`src/rtl/ebm_pkg.sv`:
```
// Shared constants and helpers for the endpoint buffer window allocator.
// Assumes bank counts of 0..3 and size codes of 0..7 (8 to 1024 bytes).
package ebm_pkg;
    localparam int BANK_W    = 2;
    localparam int CODE_W    = 3;
    localparam int MIN_BYTES = 8;
    localparam int MAX_BANKS = (1 << BANK_W) - 1;
    localparam int MAX_LEN   = MAX_BANKS * (MIN_BYTES << ((1 << CODE_W) - 1));
endpackage

```
`src/rtl/ebm_len_calc.sv`:
```
// Computes the window length in bytes from a bank count and a size code.
// Assumes AW is wide enough to hold the largest length (MAX_LEN).
module ebm_len_calc #(
    parameter int AW = 16
) (
    input  logic [ebm_pkg::BANK_W-1:0] banks,
    input  logic [ebm_pkg::CODE_W-1:0] code,
    output logic [AW-1:0]              len
);
    // Length is banks times the packet size 8 << code.
    always_comb begin
        len = AW'(banks) * (AW'(ebm_pkg::MIN_BYTES) << code);
    end
endmodule

```
`src/rtl/ebm_win_check.sv`:
```
// Derives per-endpoint conflict and overflow flags from the registered windows.
// Assumes unallocated endpoints are ignored both as subjects and as neighbours.
module ebm_win_check #(
    parameter int N_EP      = 6,
    parameter int RAM_BYTES = 4096,
    parameter int AW        = 16
) (
    input  logic                     clk,
    input  logic                     rst_n,
    input  logic [N_EP-1:0][AW-1:0]  base,
    input  logic [N_EP-1:0][AW-1:0]  len,
    input  logic [N_EP-1:0]          alloc,
    output logic [N_EP-1:0]          conflict,
    output logic [N_EP-1:0]          ovf
);
    localparam logic [AW-1:0] RAM_END = AW'(RAM_BYTES);

    // Compare each allocated window with the RAM end and the nearest allocated window above it.
    always_comb begin
        for (int i = 0; i < N_EP; i++) begin
            logic [AW-1:0] win_end;
            logic [AW-1:0] nb_base;
            logic          nb_hit;
            win_end = base[i] + len[i];
            nb_base = '0;
            nb_hit  = 1'b0;
            for (int j = N_EP - 1; j > i; j--) begin
                if (alloc[j]) begin
                    nb_base = base[j];
                    nb_hit  = 1'b1;
                end
            end
            conflict[i] = alloc[i] && ((win_end > RAM_END) || (nb_hit && win_end > nb_base));
            ovf[i]      = alloc[i] && (base[i] >= RAM_END);
        end
    end

    // An allocated window that starts past the RAM end must also run past it.
    AST_OVF_IMPLIES_CONFLICT: assert property (@(posedge clk) disable iff (!rst_n)
        (ovf & ~conflict) == '0);
endmodule

```
`src/rtl/ebm_xlat.sv`:
```
// Translates an endpoint-relative offset into an absolute RAM address.
// Assumes an index at or above N_EP selects no window and always reports an error.
module ebm_xlat #(
    parameter int N_EP = 6,
    parameter int AW   = 16,
    parameter int EPW  = 3,
    parameter int OFFW = 12
) (
    input  logic                     clk,
    input  logic                     rst_n,
    input  logic [N_EP-1:0][AW-1:0]  base,
    input  logic [N_EP-1:0][AW-1:0]  len,
    input  logic [EPW-1:0]           sel_ep,
    input  logic [OFFW-1:0]          off,
    output logic [AW-1:0]            addr,
    output logic                     err
);
    logic [AW-1:0] sel_base;
    logic [AW-1:0] sel_len;
    logic          sel_ok;

    // Pick the addressed window; an unknown index yields an empty window.
    always_comb begin
        sel_base = '0;
        sel_len  = '0;
        sel_ok   = 1'b0;
        for (int i = 0; i < N_EP; i++) begin
            if (int'(sel_ep) == i) begin
                sel_base = base[i];
                sel_len  = len[i];
                sel_ok   = 1'b1;
            end
        end
    end

    // Form the address and range-check the offset.
    always_comb begin
        addr = sel_base + AW'(off);
        err  = !sel_ok || (AW'(off) >= sel_len);
    end

    // An accepted offset always maps strictly inside the selected window.
    AST_XLAT_IN_WINDOW: assert property (@(posedge clk) disable iff (!rst_n)
        !err |-> (addr >= sel_base && addr < sel_base + sel_len));
endmodule

```
`src/rtl/ebm_window_alloc.sv`:
```
// Top of the endpoint buffer window allocator. It holds base, length and status
// per endpoint, applies a configuration write in one clock, and slides only the
// next-higher window. Assumes one configuration write per cycle; writes to an
// index at or above N_EP are ignored.
module ebm_window_alloc #(
    parameter int  N_EP      = 6,
    parameter int  RAM_BYTES = 4096,
    localparam int EPW       = (N_EP > 1) ? $clog2(N_EP) : 1,
    localparam int AW        = $clog2(N_EP * ebm_pkg::MAX_LEN + 1) + 1,
    localparam int OFFW      = $clog2(ebm_pkg::MAX_LEN)
) (
    input  logic                      clk,
    input  logic                      rst_n,
    input  logic                      cfg_we,
    input  logic [EPW-1:0]            cfg_ep,
    input  logic [ebm_pkg::BANK_W-1:0] cfg_banks,
    input  logic [ebm_pkg::CODE_W-1:0] cfg_size,
    input  logic                      en_stb,
    input  logic                      dis_stb,
    input  logic [EPW-1:0]            stb_ep,
    input  logic [EPW-1:0]            xl_ep,
    input  logic [OFFW-1:0]           xl_off,
    output logic [N_EP*AW-1:0]        ep_base,
    output logic [N_EP*AW-1:0]        ep_len,
    output logic [N_EP-1:0]           ep_alloc,
    output logic [N_EP-1:0]           ep_enabled,
    output logic [N_EP-1:0]           ep_lost,
    output logic [N_EP-1:0]           ep_conflict,
    output logic [N_EP-1:0]           ep_ovf,
    output logic [AW-1:0]             xl_addr,
    output logic                      xl_err
);
    logic [N_EP-1:0][AW-1:0] base_q;
    logic [N_EP-1:0][AW-1:0] len_q;
    logic [N_EP-1:0]         alloc_q;
    logic [N_EP-1:0]         en_q;
    logic [N_EP-1:0]         lost_q;
    logic [AW-1:0]           new_len;
    logic [AW-1:0]           prev_end;

    ebm_len_calc #(.AW(AW)) u_len (
        .banks (cfg_banks),
        .code  (cfg_size),
        .len   (new_len)
    );

    // End of the window just below the written endpoint (0 for endpoint 0).
    always_comb begin
        prev_end = '0;
        for (int i = 1; i < N_EP; i++) begin
            if (int'(cfg_ep) == i) begin
                prev_end = base_q[i-1] + len_q[i-1];
            end
        end
    end

    // Apply a configuration write to the written window and its upper neighbour.
    always_ff @(posedge clk) begin
        if (!rst_n) begin
            base_q  <= '0;
            len_q   <= '0;
            alloc_q <= '0;
            lost_q  <= '0;
        end else if (cfg_we) begin
            for (int i = 0; i < N_EP; i++) begin
                if (int'(cfg_ep) == i) begin
                    base_q[i]  <= prev_end;
                    len_q[i]   <= new_len;
                    alloc_q[i] <= (cfg_banks != '0);
                    lost_q[i]  <= 1'b0;
                end else if (int'(cfg_ep) + 1 == i) begin
                    base_q[i]  <= prev_end + new_len;
                    lost_q[i]  <= lost_q[i] | alloc_q[i];
                end
            end
        end
    end

    // Track the enabled flags; disable takes priority over enable.
    always_ff @(posedge clk) begin
        if (!rst_n) begin
            en_q <= '0;
        end else begin
            for (int i = 0; i < N_EP; i++) begin
                if (int'(stb_ep) == i) begin
                    if (dis_stb)     en_q[i] <= 1'b0;
                    else if (en_stb) en_q[i] <= 1'b1;
                end
            end
        end
    end

    ebm_win_check #(.N_EP(N_EP), .RAM_BYTES(RAM_BYTES), .AW(AW)) u_chk (
        .clk      (clk),
        .rst_n    (rst_n),
        .base     (base_q),
        .len      (len_q),
        .alloc    (alloc_q),
        .conflict (ep_conflict),
        .ovf      (ep_ovf)
    );

    ebm_xlat #(.N_EP(N_EP), .AW(AW), .EPW(EPW), .OFFW(OFFW)) u_xlat (
        .clk    (clk),
        .rst_n  (rst_n),
        .base   (base_q),
        .len    (len_q),
        .sel_ep (xl_ep),
        .off    (xl_off),
        .addr   (xl_addr),
        .err    (xl_err)
    );

    // Drive the flat status outputs from the registers.
    always_comb begin
        ep_base    = base_q;
        ep_len     = len_q;
        ep_alloc   = alloc_q;
        ep_enabled = en_q;
        ep_lost    = lost_q;
    end

    // Strobes alone never reshape the allocation.
    AST_STROBE_KEEPS_ALLOC: assert property (@(posedge clk) disable iff (!rst_n)
        (!cfg_we && (en_stb || dis_stb)) |=> $stable(alloc_q));

    for (genvar g = 0; g < N_EP; g++) begin : g_ast
        // The written endpoint's lost flag is cleared.
        AST_LOST_CLEARED: assert property (@(posedge clk) disable iff (!rst_n)
            (cfg_we && int'(cfg_ep) == g) |=> !lost_q[g]);
        // Windows two or more above the written one never move.
        AST_FAR_STABLE: assert property (@(posedge clk) disable iff (!rst_n)
            (cfg_we && int'(cfg_ep) + 1 < g) |=> ($stable(base_q[g]) && $stable(len_q[g])));
        if (g + 1 < N_EP) begin : g_up
            // The neighbour above ends up adjacent to the written window.
            AST_NEXT_ADJACENT: assert property (@(posedge clk) disable iff (!rst_n)
                (cfg_we && int'(cfg_ep) == g) |=> (base_q[g+1] == base_q[g] + len_q[g]));
        end
        if (g > 0) begin : g_dn
            // A written window starts at the end of the one below.
            AST_NEW_BASE: assert property (@(posedge clk) disable iff (!rst_n)
                (cfg_we && int'(cfg_ep) == g) |=> (base_q[g] == $past(base_q[g-1] + len_q[g-1])));
        end
    end
endmodule

```
`config.mk`:
```
export PLATFORM = sky130hd
export DESIGN_NAME = ebm_window_alloc
export DESIGN_NICKNAME = d
export VERILOG_FILES = /design/src/rtl/ebm_pkg.sv /design/src/rtl/ebm_len_calc.sv /design/src/rtl/ebm_win_check.sv /design/src/rtl/ebm_xlat.sv /design/src/rtl/ebm_window_alloc.sv
export SDC_FILE = /design/constraint.sdc
export NUM_CORES = 1
export LEC_CHECK = 0
export ABC_AREA = 1
export CAP_MARGIN = 20
export CORE_MARGIN = 3
export CORE_UTILIZATION = 40
export DETAILED_ROUTE_END_ITERATION = 8
export RECOVER_POWER = 50
export SLEW_MARGIN = 0
export SYNTH_ARGS = -nofsm -noshare
export SYNTH_HDL_FRONTEND = slang
export SYNTH_SLANG_ARGS = --single-unit
```
`constraint.sdc`:
```
create_clock -name clk -period 9.7 [get_ports clk]
set_clock_uncertainty 0.1 [all_clocks]
set_input_delay 1.94 -clock clk [delete_from_list [all_inputs] [get_ports clk]]
set_output_delay 1.94 -clock clk [all_outputs]
set_load 0.01 [all_outputs]
```
==> metrics <==
status=finished with violations; failing checks=max-capacitance violations, max-slew violations; final worst slack=1.002 ns; gp weighted congestion=1.038; row count=73; PwrDens=111.2 nW/µm²; CTS Hold Bufs=0; min-delay worst type=register to register; Initial Util=41.06%; vias in the first global route=17,650; CTS sink cnt=174; maxcap violations=2; dpl hpwl=68.91 mm; slowest CP cell=clkdlybuf4s50_1; die height=209.3 µm; critical-path cell list=clkdlybuf4s50_1, nor2_1, nand2_1, clkinv_1, a22oi_1, nand2_1, a221oi_1, o21ai_0, ha_1, nand4_1, o221ai_1, nand2_1, nand2_1, a21oi_1, o21ai_0, nand2_1, nand2_1, nand3b_1, xor2_1, clkdlybuf4s50_1; endpoints failing hold=0; Syn Std Cell Area=16,540 µm²; Seq/Total Area, Yosys=21.06%; Final setup viols=0; flops & latches, synth=174; top_reg_cell synth=dfxtp_1; Crit path largest cell delay=0.56 ns; Die ar.=43,820 µm²; worst reg2reg path depth=25; pin count of the biggest net entering global routing=82; Synth-to-Final Area Change=19.92%; Max Freq=115.0 MHz; synth unique cells=68; DRC Markers=0; vias=19,380; gr usage total=37.66%; post-CTS setup buffers=0; clock slew at reported path FFs=0.09 ns; Syn Area/Cell=6.615 µm²; clock buffer depth=2; Ports=270; Die W=209.3 µm; Critical Path Fanout Max=17; worst path required time=7.66 ns; DRT Pass-1 Iters=6; Hold Crit Depth=2; share of layout cells above drive strength 1=5.924%; Worst path most repeated cell=nand2_1; crit end category=primary output; Syn Inst Count=2,500; Slew headroom=-162.6%; async set-reset flop share out of synthesis=0%; sink of the worst hold path=ep_enabled[4]; final period utilization=89.67%; Post-CTS Resized=0; FF-to-FF Start=ep_base[3]; CP Class=input pin to primary output; port bufs=233; htree depth=4; layout filler cell count=4,214; worst vdd ir=93.68 µV; initial antenna violation count=7; r2r setup slk=4.48 ns; drt total wl=85.87 mm; total CTS buffers=17; number of flops mapped to enable cells by yosys=0; Avg Vias per Cell=6.001; Multi-input gate area=11,320 µm²; final net count=2,907; RSZ-0062 raised after global routing=no; Period minus WS final=8.698 ns; leakage=9.698 nW; Sequential Area=3483 µm²; HP Start=ep_enabled[4]; startpoint types=input pin; Root Buffer=clkbuf_16; worst path arrival time=6.66 ns; RR Endpoint=ep_base[12]; Syn. warnings=0; setup TNS=0 ns; DR iter-0 viols=2,416; CTS tree=built; pre-CTS WS=1.093 ns; DR WL/cell=26.59 µm; gr ovfl total=0; count of pins over their slew limit=129; worst-margin pin slew=3.938 ns; DRT antenna net count=0; first-pass GRT wire length=122.6 mm; CORE AREA=40,280 µm²; Skew-Pair Late Insertion Delay=0.47 ns
[kinds of logic (layout without fill, tap and decap cells)]
logic type | Yosys count | count (layout) | share of synthesized area [%]
XOR/XNOR | 69 | 69 | 3.972
adder cells (fa/ha/maj) | 188 | 188 | 14.63
flip-flops | 174 | 174 | 21.06
buffers and inverters | 450 | 616 | 11.30
other | 1 | 40 | 0.02267
AND/OR/NAND/NOR | 913 | 913 | 24.14
AO/OA/AOI/OAI | 705 | 705 | 24.88
[state kept, by name (all words and copies together) (netlist names)]
| register | count |
|---|---|
| ep_base | 96 |
| ep_lost | 6 |
| ep_len | 60 |
| ep_enabled | 6 |
| ep_alloc | 6 |
[final cells by class]
type                    instances  area share [%]
multi-input cells            1911           57.07
flip-flops and latches        174           17.56
repair buffers                252           12.38
inverters                     332           6.302
well taps                     525           3.312
clock buffers                  17           2.145
clock inverters                15           1.180
diodes                          4         0.05047
[routing by layer]
layer	global-route usage [%]	wire, µm	vias to the layer above
met5	1.224	110	-
met4	13.67	3465	8
met3	9.776	10150	211
met2	56.14	36460	1253
met1	52.29	35690	9090
li1	-	-	8820
[cells in the final DEF (no fill, tap or decap), types with 5 or more instances in the layout]
cell type	instances
nand2_1	541
inv_1	299
a21oi_1	236
o21ai_0	221
ha_1	179
dfxtp_1	174
dlygate4sd3_1	170
nand3_1	124
nor2_1	117
clkdlybuf4s50_1	62
o22ai_1	54
xor2_1	43
conb_1	36
nand4_1	31
o21ai_1	29
o211ai_1	28
inv_2	27
nor3_1	24
xnor2_1	22
a31oi_1	21
a221oi_1	21
o21bai_1	18
clkbuf_16	17
a22oi_1	15
buf_4	15
nand2_2	14
a21oi_2	13
nor4_1	12
or2_2	11
fa_1	9
and2_1	8
o21ai_2	7
o221ai_1	7
inv_12	7
nor3_2	6
clkinv_8	6
nor2_2	5
nor2_4	5
[worst max-delay path: cells and delay by family]
family | cells | cell delay (ns)
compound gates | 6 | 1.37
xor+xnor | 1 | 0.15
buf+inv | 3 | 1.52
simple gates | 9 | 1.25
fa+ha+maj | 1 | 0.44
[through the flow]
stage | util, % | hold WS, ns | cell area, µm² | instances | power, W
floorplan | - | 0.3677 | 16670 | 2535 | 0.001162
CTS | 49.25 | 0.3599 | 19840 | 3226 | 0.002190
global placement | 47.61 | 0.3378 | 19180 | 3194 | 0.001428
global route | 49.21 | 0.3781 | 19820 | 3226 | 0.002283
detailed placement | 47.61 | 0.3402 | 19180 | 3194 | 0.001429
finish | 49.24 | 0.3521 | 19830 | 3230 | 0.002205
[worst max-delay path by stage]
stage	startpoint	to	slack [ns]	cells past startpoint
after floorplan	xl_ep[0]	xl_addr[14]	2.95	20
after global placement	xl_ep[1]	xl_addr[14]	1.19	18
after detailed placement	xl_ep[1]	xl_addr[14]	1.09	20
after CTS	xl_ep[1]	xl_addr[14]	1.09	20
after global routing	xl_ep[1]	xl_addr[14]	0.55	20
final	xl_ep[1]	xl_addr[14]	1.00	20
[cells in the mapped netlist, drive strengths merged (22+ instances only)]
cell type	count	area (µm²)
xnor2	23	209.0
nand3	128	668.2
xor2	46	447.9
nand2	557	2141
inv	327	1230
dfxtp	174	3483
nor2	128	546.8
nor3	31	196.5
a21oi	253	1360
ha	179	2240
o211ai	29	222.7
o21ai	257	1313
buf	65	419.2
o22ai	54	337.8
clkbuf	53	198.9
nand4	32	206.5
a31oi	22	143.9
[power by group]
part | internal, W | switching, W | total [W] | leakage [nW]
registers | 0.000737 | 0.0000698 | 0.000807 | 1.41
logic | 0.000216 | 0.000406 | 0.000622 | 7.97
clock network | 0.000368 | 0.000408 | 0.000776 | 0.314
total | 0.00132 | 0.000883 | 0.00220 | 9.70
No activity file was read; power rests on OpenSTA's default activity.
